## src/rtl/irqPkg.sv

```systemverilog
package irqPkg;
  localparam int XLEN   = 32;
  localparam int IE_BIT = 0;

  typedef enum logic [1:0] {
    CSR_STATUS = 2'd0,
    CSR_SAVED  = 2'd1,
    CSR_MASK   = 2'd2,
    CSR_PEND   = 2'd3
  } csrSel_t;

  typedef struct packed {
    logic entry;
    logic ret;
    logic wrStatus;
    logic wrSaved;
    logic wrMask;
  } irqStrobes_t;
endpackage

```

## src/rtl/irqCtrl.sv

```systemverilog
module irqCtrl
  import irqPkg::*;
#(
  parameter logic [XLEN-1:0] HANDLER_PC = 32'h0000_0080
) (
  input  logic            clk,
  input  logic            rstN,
  input  logic            instrDone,
  input  logic            eretStrobe,
  input  logic            csrWrEn,
  input  logic [1:0]      csrAddr,
  input  logic            ieNow,
  input  logic [XLEN-1:0] pendView,
  input  logic [XLEN-1:0] linkPc,
  output irqStrobes_t     strb,
  output logic            takeIrq,
  output logic            redirectEn,
  output logic [XLEN-1:0] redirectPc
);
  logic    anyPend;
  csrSel_t sel;

  assign anyPend = |pendView;
  assign sel     = csrSel_t'(csrAddr);

  always_comb begin
    strb          = '0;
    strb.ret      = eretStrobe;
    strb.entry    = instrDone && ieNow && anyPend && !eretStrobe;
    strb.wrStatus = csrWrEn && (sel == CSR_STATUS) && !strb.entry && !strb.ret;
    strb.wrSaved  = csrWrEn && (sel == CSR_SAVED) && !strb.entry;
    strb.wrMask   = csrWrEn && (sel == CSR_MASK);
  end

  assign takeIrq    = strb.entry;
  assign redirectEn = strb.entry || strb.ret;
  assign redirectPc = strb.entry ? HANDLER_PC : linkPc;

  AST_ENTRY_RET_EXCL: assert property (@(posedge clk) disable iff (!rstN)
    !(strb.entry && strb.ret));
  AST_NO_RETRIGGER: assert property (@(posedge clk) disable iff (!rstN)
    takeIrq |=> !takeIrq);
endmodule

```

## src/rtl/irqRegs.sv

```systemverilog
module irqRegs
  import irqPkg::*;
#(
  parameter int NSRC = 32
) (
  input  logic            clk,
  input  logic            rstN,
  input  irqStrobes_t     strb,
  input  logic [NSRC-1:0] irqLines,
  input  logic [XLEN-1:0] nextPc,
  input  logic [XLEN-1:0] csrWrData,
  input  logic [1:0]      csrAddr,
  output logic [XLEN-1:0] csrRdData,
  output logic            ieNow,
  output logic [XLEN-1:0] pendView,
  output logic [XLEN-1:0] linkPc
);
  logic [XLEN-1:0] statusQ, savedQ, maskQ, linkQ;

  for (genvar k = 0; k < XLEN; k++) begin : g_pend
    if (k < NSRC) begin : g_live
      assign pendView[k] = irqLines[k] & maskQ[k];
    end else begin : g_none
      assign pendView[k] = 1'b0;
    end
  end

  always_ff @(posedge clk) begin
    if (!rstN) begin
      statusQ <= '0;
      savedQ  <= '0;
      maskQ   <= '0;
      linkQ   <= '0;
    end else begin
      if (strb.entry) begin
        linkQ           <= nextPc;
        savedQ          <= statusQ;
        statusQ[IE_BIT] <= 1'b0;
      end else if (strb.ret) begin
        statusQ <= savedQ;
      end else if (strb.wrStatus) begin
        statusQ <= csrWrData;
      end
      if (strb.wrSaved) savedQ <= csrWrData;
      if (strb.wrMask)  maskQ  <= csrWrData;
    end
  end

  always_comb begin
    unique case (csrSel_t'(csrAddr))
      CSR_STATUS: csrRdData = statusQ;
      CSR_SAVED:  csrRdData = savedQ;
      CSR_MASK:   csrRdData = maskQ;
      default:    csrRdData = pendView;
    endcase
  end

  assign ieNow  = statusQ[IE_BIT];
  assign linkPc = linkQ;

  AST_ENTRY_CLEARS_IE: assert property (@(posedge clk) disable iff (!rstN)
    strb.entry |=> !statusQ[IE_BIT] && savedQ == $past(statusQ));
  AST_LINK_CAPTURE: assert property (@(posedge clk) disable iff (!rstN)
    strb.entry |=> linkQ == $past(nextPc));
  AST_RET_RESTORE: assert property (@(posedge clk) disable iff (!rstN)
    strb.ret |=> statusQ == $past(savedQ));
  AST_STATUS_HOLD: assert property (@(posedge clk) disable iff (!rstN)
    (!strb.entry && !strb.ret && !strb.wrStatus) |=> $stable(statusQ));
endmodule

```

## src/rtl/irqUnit.sv

```systemverilog
module irqUnit
  import irqPkg::*;
#(
  parameter int NSRC = 32,
  parameter logic [31:0] HANDLER_PC = 32'h0000_0080
) (
  input  logic            clk,
  input  logic            rstN,
  input  logic [NSRC-1:0] irqLines,
  input  logic            instrDone,
  input  logic [31:0]     nextPc,
  input  logic            eretStrobe,
  input  logic            csrWrEn,
  input  logic [1:0]      csrAddr,
  input  logic [31:0]     csrWrData,
  output logic [31:0]     csrRdData,
  output logic            takeIrq,
  output logic            redirectEn,
  output logic [31:0]     redirectPc
);
  irqStrobes_t     strb;
  logic            ieNow;
  logic [XLEN-1:0] pendView, linkPc;

  irqCtrl #(.HANDLER_PC(HANDLER_PC)) i_ctrl (
    .clk(clk), .rstN(rstN), .instrDone(instrDone), .eretStrobe(eretStrobe),
    .csrWrEn(csrWrEn), .csrAddr(csrAddr), .ieNow(ieNow), .pendView(pendView),
    .linkPc(linkPc), .strb(strb), .takeIrq(takeIrq), .redirectEn(redirectEn),
    .redirectPc(redirectPc)
  );

  irqRegs #(.NSRC(NSRC)) i_regs (
    .clk(clk), .rstN(rstN), .strb(strb), .irqLines(irqLines), .nextPc(nextPc),
    .csrWrData(csrWrData), .csrAddr(csrAddr), .csrRdData(csrRdData),
    .ieNow(ieNow), .pendView(pendView), .linkPc(linkPc)
  );

  AST_TAKE_ON_BOUNDARY: assert property (@(posedge clk) disable iff (!rstN)
    takeIrq |-> instrDone && !eretStrobe && (|irqLines));
endmodule

```

## config.mk

```make
export PLATFORM = sky130hd
export DESIGN_NAME = irqUnit
export DESIGN_NICKNAME = d
export VERILOG_FILES = /design/src/rtl/irqPkg.sv /design/src/rtl/irqCtrl.sv /design/src/rtl/irqRegs.sv /design/src/rtl/irqUnit.sv
export SDC_FILE = /design/constraint.sdc
export NUM_CORES = 1
export LEC_CHECK = 0
export BUFFER_PORTS_ARGS = -buffer_cell sky130_fd_sc_hd__buf_4
export CELL_PAD_IN_SITES_DETAIL_PLACEMENT = 1
export CELL_PAD_IN_SITES_GLOBAL_PLACEMENT = 1
export CORE_MARGIN = 8
export CORE_UTILIZATION = 39
export DETAILED_ROUTE_END_ITERATION = 6
export HOLD_SLACK_MARGIN = 0.12
export PLACE_DENSITY = 0.83
export SLEW_MARGIN = 10
export SYNTH_ARGS = -nofsm -noshare
export SYNTH_HDL_FRONTEND = slang
export SYNTH_HIERARCHICAL = 1
export SYNTH_SLANG_ARGS = --single-unit
```

## constraint.sdc

```tcl
create_clock -name clk -period 5.7 [get_ports clk]
set_input_delay 1.14 -clock clk [delete_from_list [all_inputs] [get_ports clk]]
set_output_delay 1.14 -clock clk [all_outputs]
set_load 0.01 [all_outputs]
```

# Word level (Yosys, flattened, before mapping)
# Cells that the tools add are included.
dict set report classes {
  bitwise_logic 34
  mux 6
  reduce_logical 18
  addsub 0
  div_mod_pow 0
  n_eq_ne 2
  multipliers 0
  n_shift 0
  order_cmp 0
}
# op count
set op_table {}
lappend op_table {{32-bit 2-to-1 mux} 5}
lappend op_table {{32-bit case mux with 3 select lines} 1}
lappend op_table {{1-bit bitwise AND} 32}
lappend op_table {{32-bit OR reduction} 1}
lappend op_table {{1-bit logical AND} 9}
lappend op_table {{2-bit nonzero test} 2}
lappend op_table {{2-bit by 1-bit equality test with 1-bit output (second input constant)} 1}
lappend op_table {{2-bit equality test (second input constant)} 1}
lappend op_table {{1-bit zero test} 2}
lappend op_table {{2-bit zero test} 1}
lappend op_table {{1-bit NOT} 2}
lappend op_table {{2-bit AND reduction} 1}
lappend op_table {{2-bit OR reduction} 1}
lappend op_table {{1-bit logical OR} 1}
dict set report totals {
  latchBits 0
  regBits 128
  ram_bits 0
  n_memories 0
  inputBits 103
  word_cells 65
  rom_bits 0
}

# Depth between registers and ports, before layout
dict set report depth {
  word_depth 9
  ltp_mapped 11
  depth_no_buf 7
}

# Modules after synthesis
# The synthesis kept the hierarchy.
# module area_per_inst_um2 seq_area_each_um2 instances cells_per_inst
set modules_own_cells {}
lappend modules_own_cells {irqRegs 6678.9 2562.5 1 675}
lappend modules_own_cells {irqCtrl 379.1 0.0 1 58}

# Least setup slack after synthesis
# OpenSTA, ideal clock, no wires.
dict set report synth_path {
  kind {input -> output}
  start {input port irqLines[16]}
  end {output port redirectPc[20]}
  arrival_time_ns 2.270
  n_path_buf 1
  required_ns 4.560
  stages 6
  setup_slack_ns 2.290
  path_cell_list {and2_1 > nor4_1 > nand4_1 > o21ai_2 > clkbuf_2 > and2_1}
}
dict set report synth_between {
  elab_chain_cells 5
}
# element line
set synth_rtl {}
lappend synth_rtl {{start: declaration} irqUnit.sv:9} ;# input logic [NSRC-1:0] irqLines,
lappend synth_rtl {{1-bit bitwise AND} irqRegs.sv:22} ;# assign pendView[k] = irqLines[k] & maskQ[k];
lappend synth_rtl {{32-bit OR reduction} irqCtrl.sv:23} ;# assign anyPend = |pendView;
lappend synth_rtl {{1-bit logical AND (2 in series)} irqCtrl.sv:29} ;# strb.entry = instrDone && ieNow && anyPend && !eretStrobe;
lappend synth_rtl {{32-bit 2-to-1 mux} irqCtrl.sv:37} ;# assign redirectPc = strb.entry ? HANDLER_PC : linkPc;
lappend synth_rtl {{end: declaration} irqUnit.sv:19} ;# output logic [31:0] redirectPc
# Every way passes these cells.

# Worst setup path after layout
dict set report layout_path {
  start {input port irqLines[6]}
  end {output port takeIrq}
}
dict set report layout_between {
  elab_chain_cells 4
}
# element line
set layout_rtl {}
lappend layout_rtl {{1-bit bitwise AND} irqRegs.sv:22}
lappend layout_rtl {{net pendView[6]} irqUnit.sv:23} ;# logic [XLEN-1:0] pendView, linkPc;
lappend layout_rtl {{32-bit OR reduction} irqCtrl.sv:23}
lappend layout_rtl {{1-bit logical AND (2 in series)} irqCtrl.sv:29}
lappend layout_rtl {{end: declaration} irqUnit.sv:17} ;# output logic takeIrq,
# The timed path passes the listed nets, and every way through them passes these cells.

==> results.py <==
metrics = {
    "run_status": {
        "status": "finished clean",
    },
    "grt": {
        "antenna_found_initial": 0,
        "grt.total_usage_pct": 19.31,
        "grt_overflow": 0,
        "grt_pass1_wl_um": 34480,
        "met3_usage_pct": 6.492,
        "grt_util_met2_pct": 31.97,
        "grt_pass1_vias": 6438,
        "grt_max_degree": 79,
        "grt-busiest-layer": "met2",
        "use_met1_pct": 23.10,
    },
    "timing": {
        "worst_pin_slew_ps": 1036,
        "setup-tns-final_ps": 0,
        "slew_headroom_pct": 30.74,
        "post-route-min-period_ps": 4682,
        "rsz0062_at_grt": "no",
        "setup_violations": 0,
        "fmax_mhz": 213.6,
        "clock_skew_ps": 9.970,
        "fin_crit_sh_pct": 82.14,
        "finalHoldViolCount": 0,
        "drv_slew": 0,
        "hold_ws_ps": 492.4,
    },
    "final_layout": {
        "syn2layout_area_growth_pct": 26.84,
        "fin_area_um2": 8952,
        "drive_gt1_share_pct": 29.86,
        "diodes": 0,
        "final_util_pct": 50.18,
        "final_common_cell": "buf_4",
        "final_cell_mix": "178 x buf_4, 128 x mux2i_1, 128 x dfxtp_1",
        "final_nets": 965,
    },
    "die": {
        "initial_core_util_pct": 39.56,
        "row_count": 49,
        "io_pins": 169,
        "die_w_um": 150.5,
        "die_h_um": 150.5,
        "coreArea_um2": 17840,
        "die_area_um2": 22660,
    },
    "hold_path": {
        "min_path_type": "reg2reg",
    },
    "detailed_routing": {
        "initialDrtViolationCount": 288,
        "drt-total-wl_um": 21380,
        "drtPass1Iterations": 4,
        "post-route-drc-count": 0,
        "wire_per_inst_um": 19.38,
        "vias_per_cell": 5.391,
        "num_vias": 5946,
        "ant_nets": 0,
    },
    "synth": {
        "synthesis.nets": 836,
        "yosysSeqAreaShare_pct": 36.31,
        "syn_area_um2": 7058,
        "synthCells": 733,
        "postSynthAreaPerCell_um2": 9.629,
        "synth_cell_types": 32,
        "synth.top_cell.area_share_pct": 36.31,
        "synth_area_leaders": "dfxtp_1 36%, mux2i_1 18%, nor2b_1 5.8%, o211a_1 4.5%, and2_1 4.2%",
        "ys_ff_latch": 128,
        "yosysWarnings": 6,
        "yosysTopAreaCell": "dfxtp_1",
    },
    "cts": {
        "post_cts_buffers": 0,
        "clkTransAtPathRegs_ps": 60,
        "clk_latency_ps": 410,
        "cts_tree": "yes",
        "root_buffer": "clkbuf_16",
        "clk_path_buf_depth": 2,
        "cts-resized-gates": 0,
        "cts_hold_buf": 0,
        "cts_made_buffers": 17,
        "htree_levels": 4,
        "clock_sinks": 128,
    },
    "critical_path": {
        "cp_slowest_cell": "nor4_1",
        "critPathKind": "in2out",
        "start_kind": "input pin",
        "cp.required_ps": 4560,
        "crit_top_cell": "buf_4",
        "max_stage_delay_ps": 660,
        "path_max_fanout": 34,
        "end_kind": "primary output",
        "cp.arrival_ps": 3540,
        "crit_chain": "buf_4 -> and2_1 -> nor4_1 -> nand4_1 -> o21ai_2 -> buf_4 -> clkinv_2 -> buf_4",
    },
    "pwr": {
        "leakage_nw": 3.905,
        "power_frac_comb_pct": 14.2,
        "switching_share_pct": 24.44,
        "seq_power_share_pct": 39.0,
        "vdd_drop_max_v": 0.0001872,
        "power_switching_uw": 601.8,
        "p_per_area_nw_per_um2": 275.1,
        "clock_power_share_pct": 46.8,
        "power.internal_mw": 1.861,
        "power_mw": 2.463,
    },
    "placed_design": {
        "placed_cell_area_um2": 8332,
        "portBuffers": 168,
        "dp_hpwl_um": 14700,
        "place.gp.congestion": 0.7100,
    },
    "run": {
        "max-cap-violations": 0,
    },
}
final cells by class:
| class | instances | area [µm²] |
|---|---|---|
| multi-input combinational | 503 | 4018 |
| clock buffer | 21 | 460.4 |
| inverter | 34 | 128.9 |
| sequential | 128 | 2562 |
| clock inverter | 10 | 160.2 |
| tap | 229 | 286.5 |
| timing repair buffer | 178 | 1336 |
| fill | 2043 | 8889 |
power by group through the flow:
stage,clock [mW],combinational [mW],sequential [mW]
after global routing,1.22,0.380,0.966
after global placement,0,0.342,0.979
after floorplan,0,0.211,0.970
after detailed placement,0,0.351,0.980
after CTS,1.18,0.354,0.961
final,1.15,0.349,0.961
flip-flops by register name, indices dropped and copies added, names as in the netlist:
register and cells:
i_regs/maskQ 32, i_regs/savedQ 32, i_regs/linkPc 32, i_regs/statusQ 32
cells by family (layout without fill, tap and decap cells):
logic type             Yosys count  in the layout  share of synthesized area, %
AOI/OAI and AO/OA               99             99                         12.83
buffers and inverters          102            243                         6.931
DFF                            128            128                         36.31
muxes                          160            160                         23.63
and+or+nand+nor                244            244                         20.30
metal layers:
metal  wire length (µm)  up-vias
li1                   -     2868
met3               1602       24
met4                359        0
met1               9067     2906
met5                  0        -
met2              10350      148
worst max-delay path: cells and delay by family:
kind / cells / cell delay (ps)
buffers and inverters: 4 / 1060
AOI/OAI and AO/OA: 1 / 190
and+or+nand+nor: 3 / 1150
through the flow:
step	cells	setup slack, ps
after floorplan	733	2290
after global placement	1072	982.9
after detailed placement	1072	984.4
after CTS	1103	876.6
after global routing	1103	842.6
final	1103	1018
cells in the mapped netlist (all sizes together):
| cell | instances |
|---|---|
| a211oi | 1 |
| a221oi | 32 |
| and2 | 63 |
| and4b | 2 |
| buf | 52 |
| clkbuf | 16 |
| dfxtp | 128 |
| inv | 34 |
| mux2 | 32 |
| mux2i | 128 |
| nand2 | 33 |
| nand2b | 32 |
| nand4 | 2 |
| nor2 | 4 |
| nor2b | 65 |
| nor3 | 32 |
| nor4 | 8 |
| o211a | 32 |
| o21ai | 1 |
| o21ba | 1 |
| o21bai | 1 |
| o32ai | 31 |
| or2b | 3 |
final timing paths:
path	start	slack (ps)	to	cells past startpoint
min	i_regs/statusQ[8]	490	i_regs/statusQ[8]	2
min reg2reg	i_regs/statusQ[8]	490	i_regs/statusQ[8]	2
max reg2reg	i_regs/maskQ[6]	1930	i_regs/statusQ[15]	9
max	irqLines[6]	1020	takeIrq	8
No activity file was read; power rests on OpenSTA's default activity.
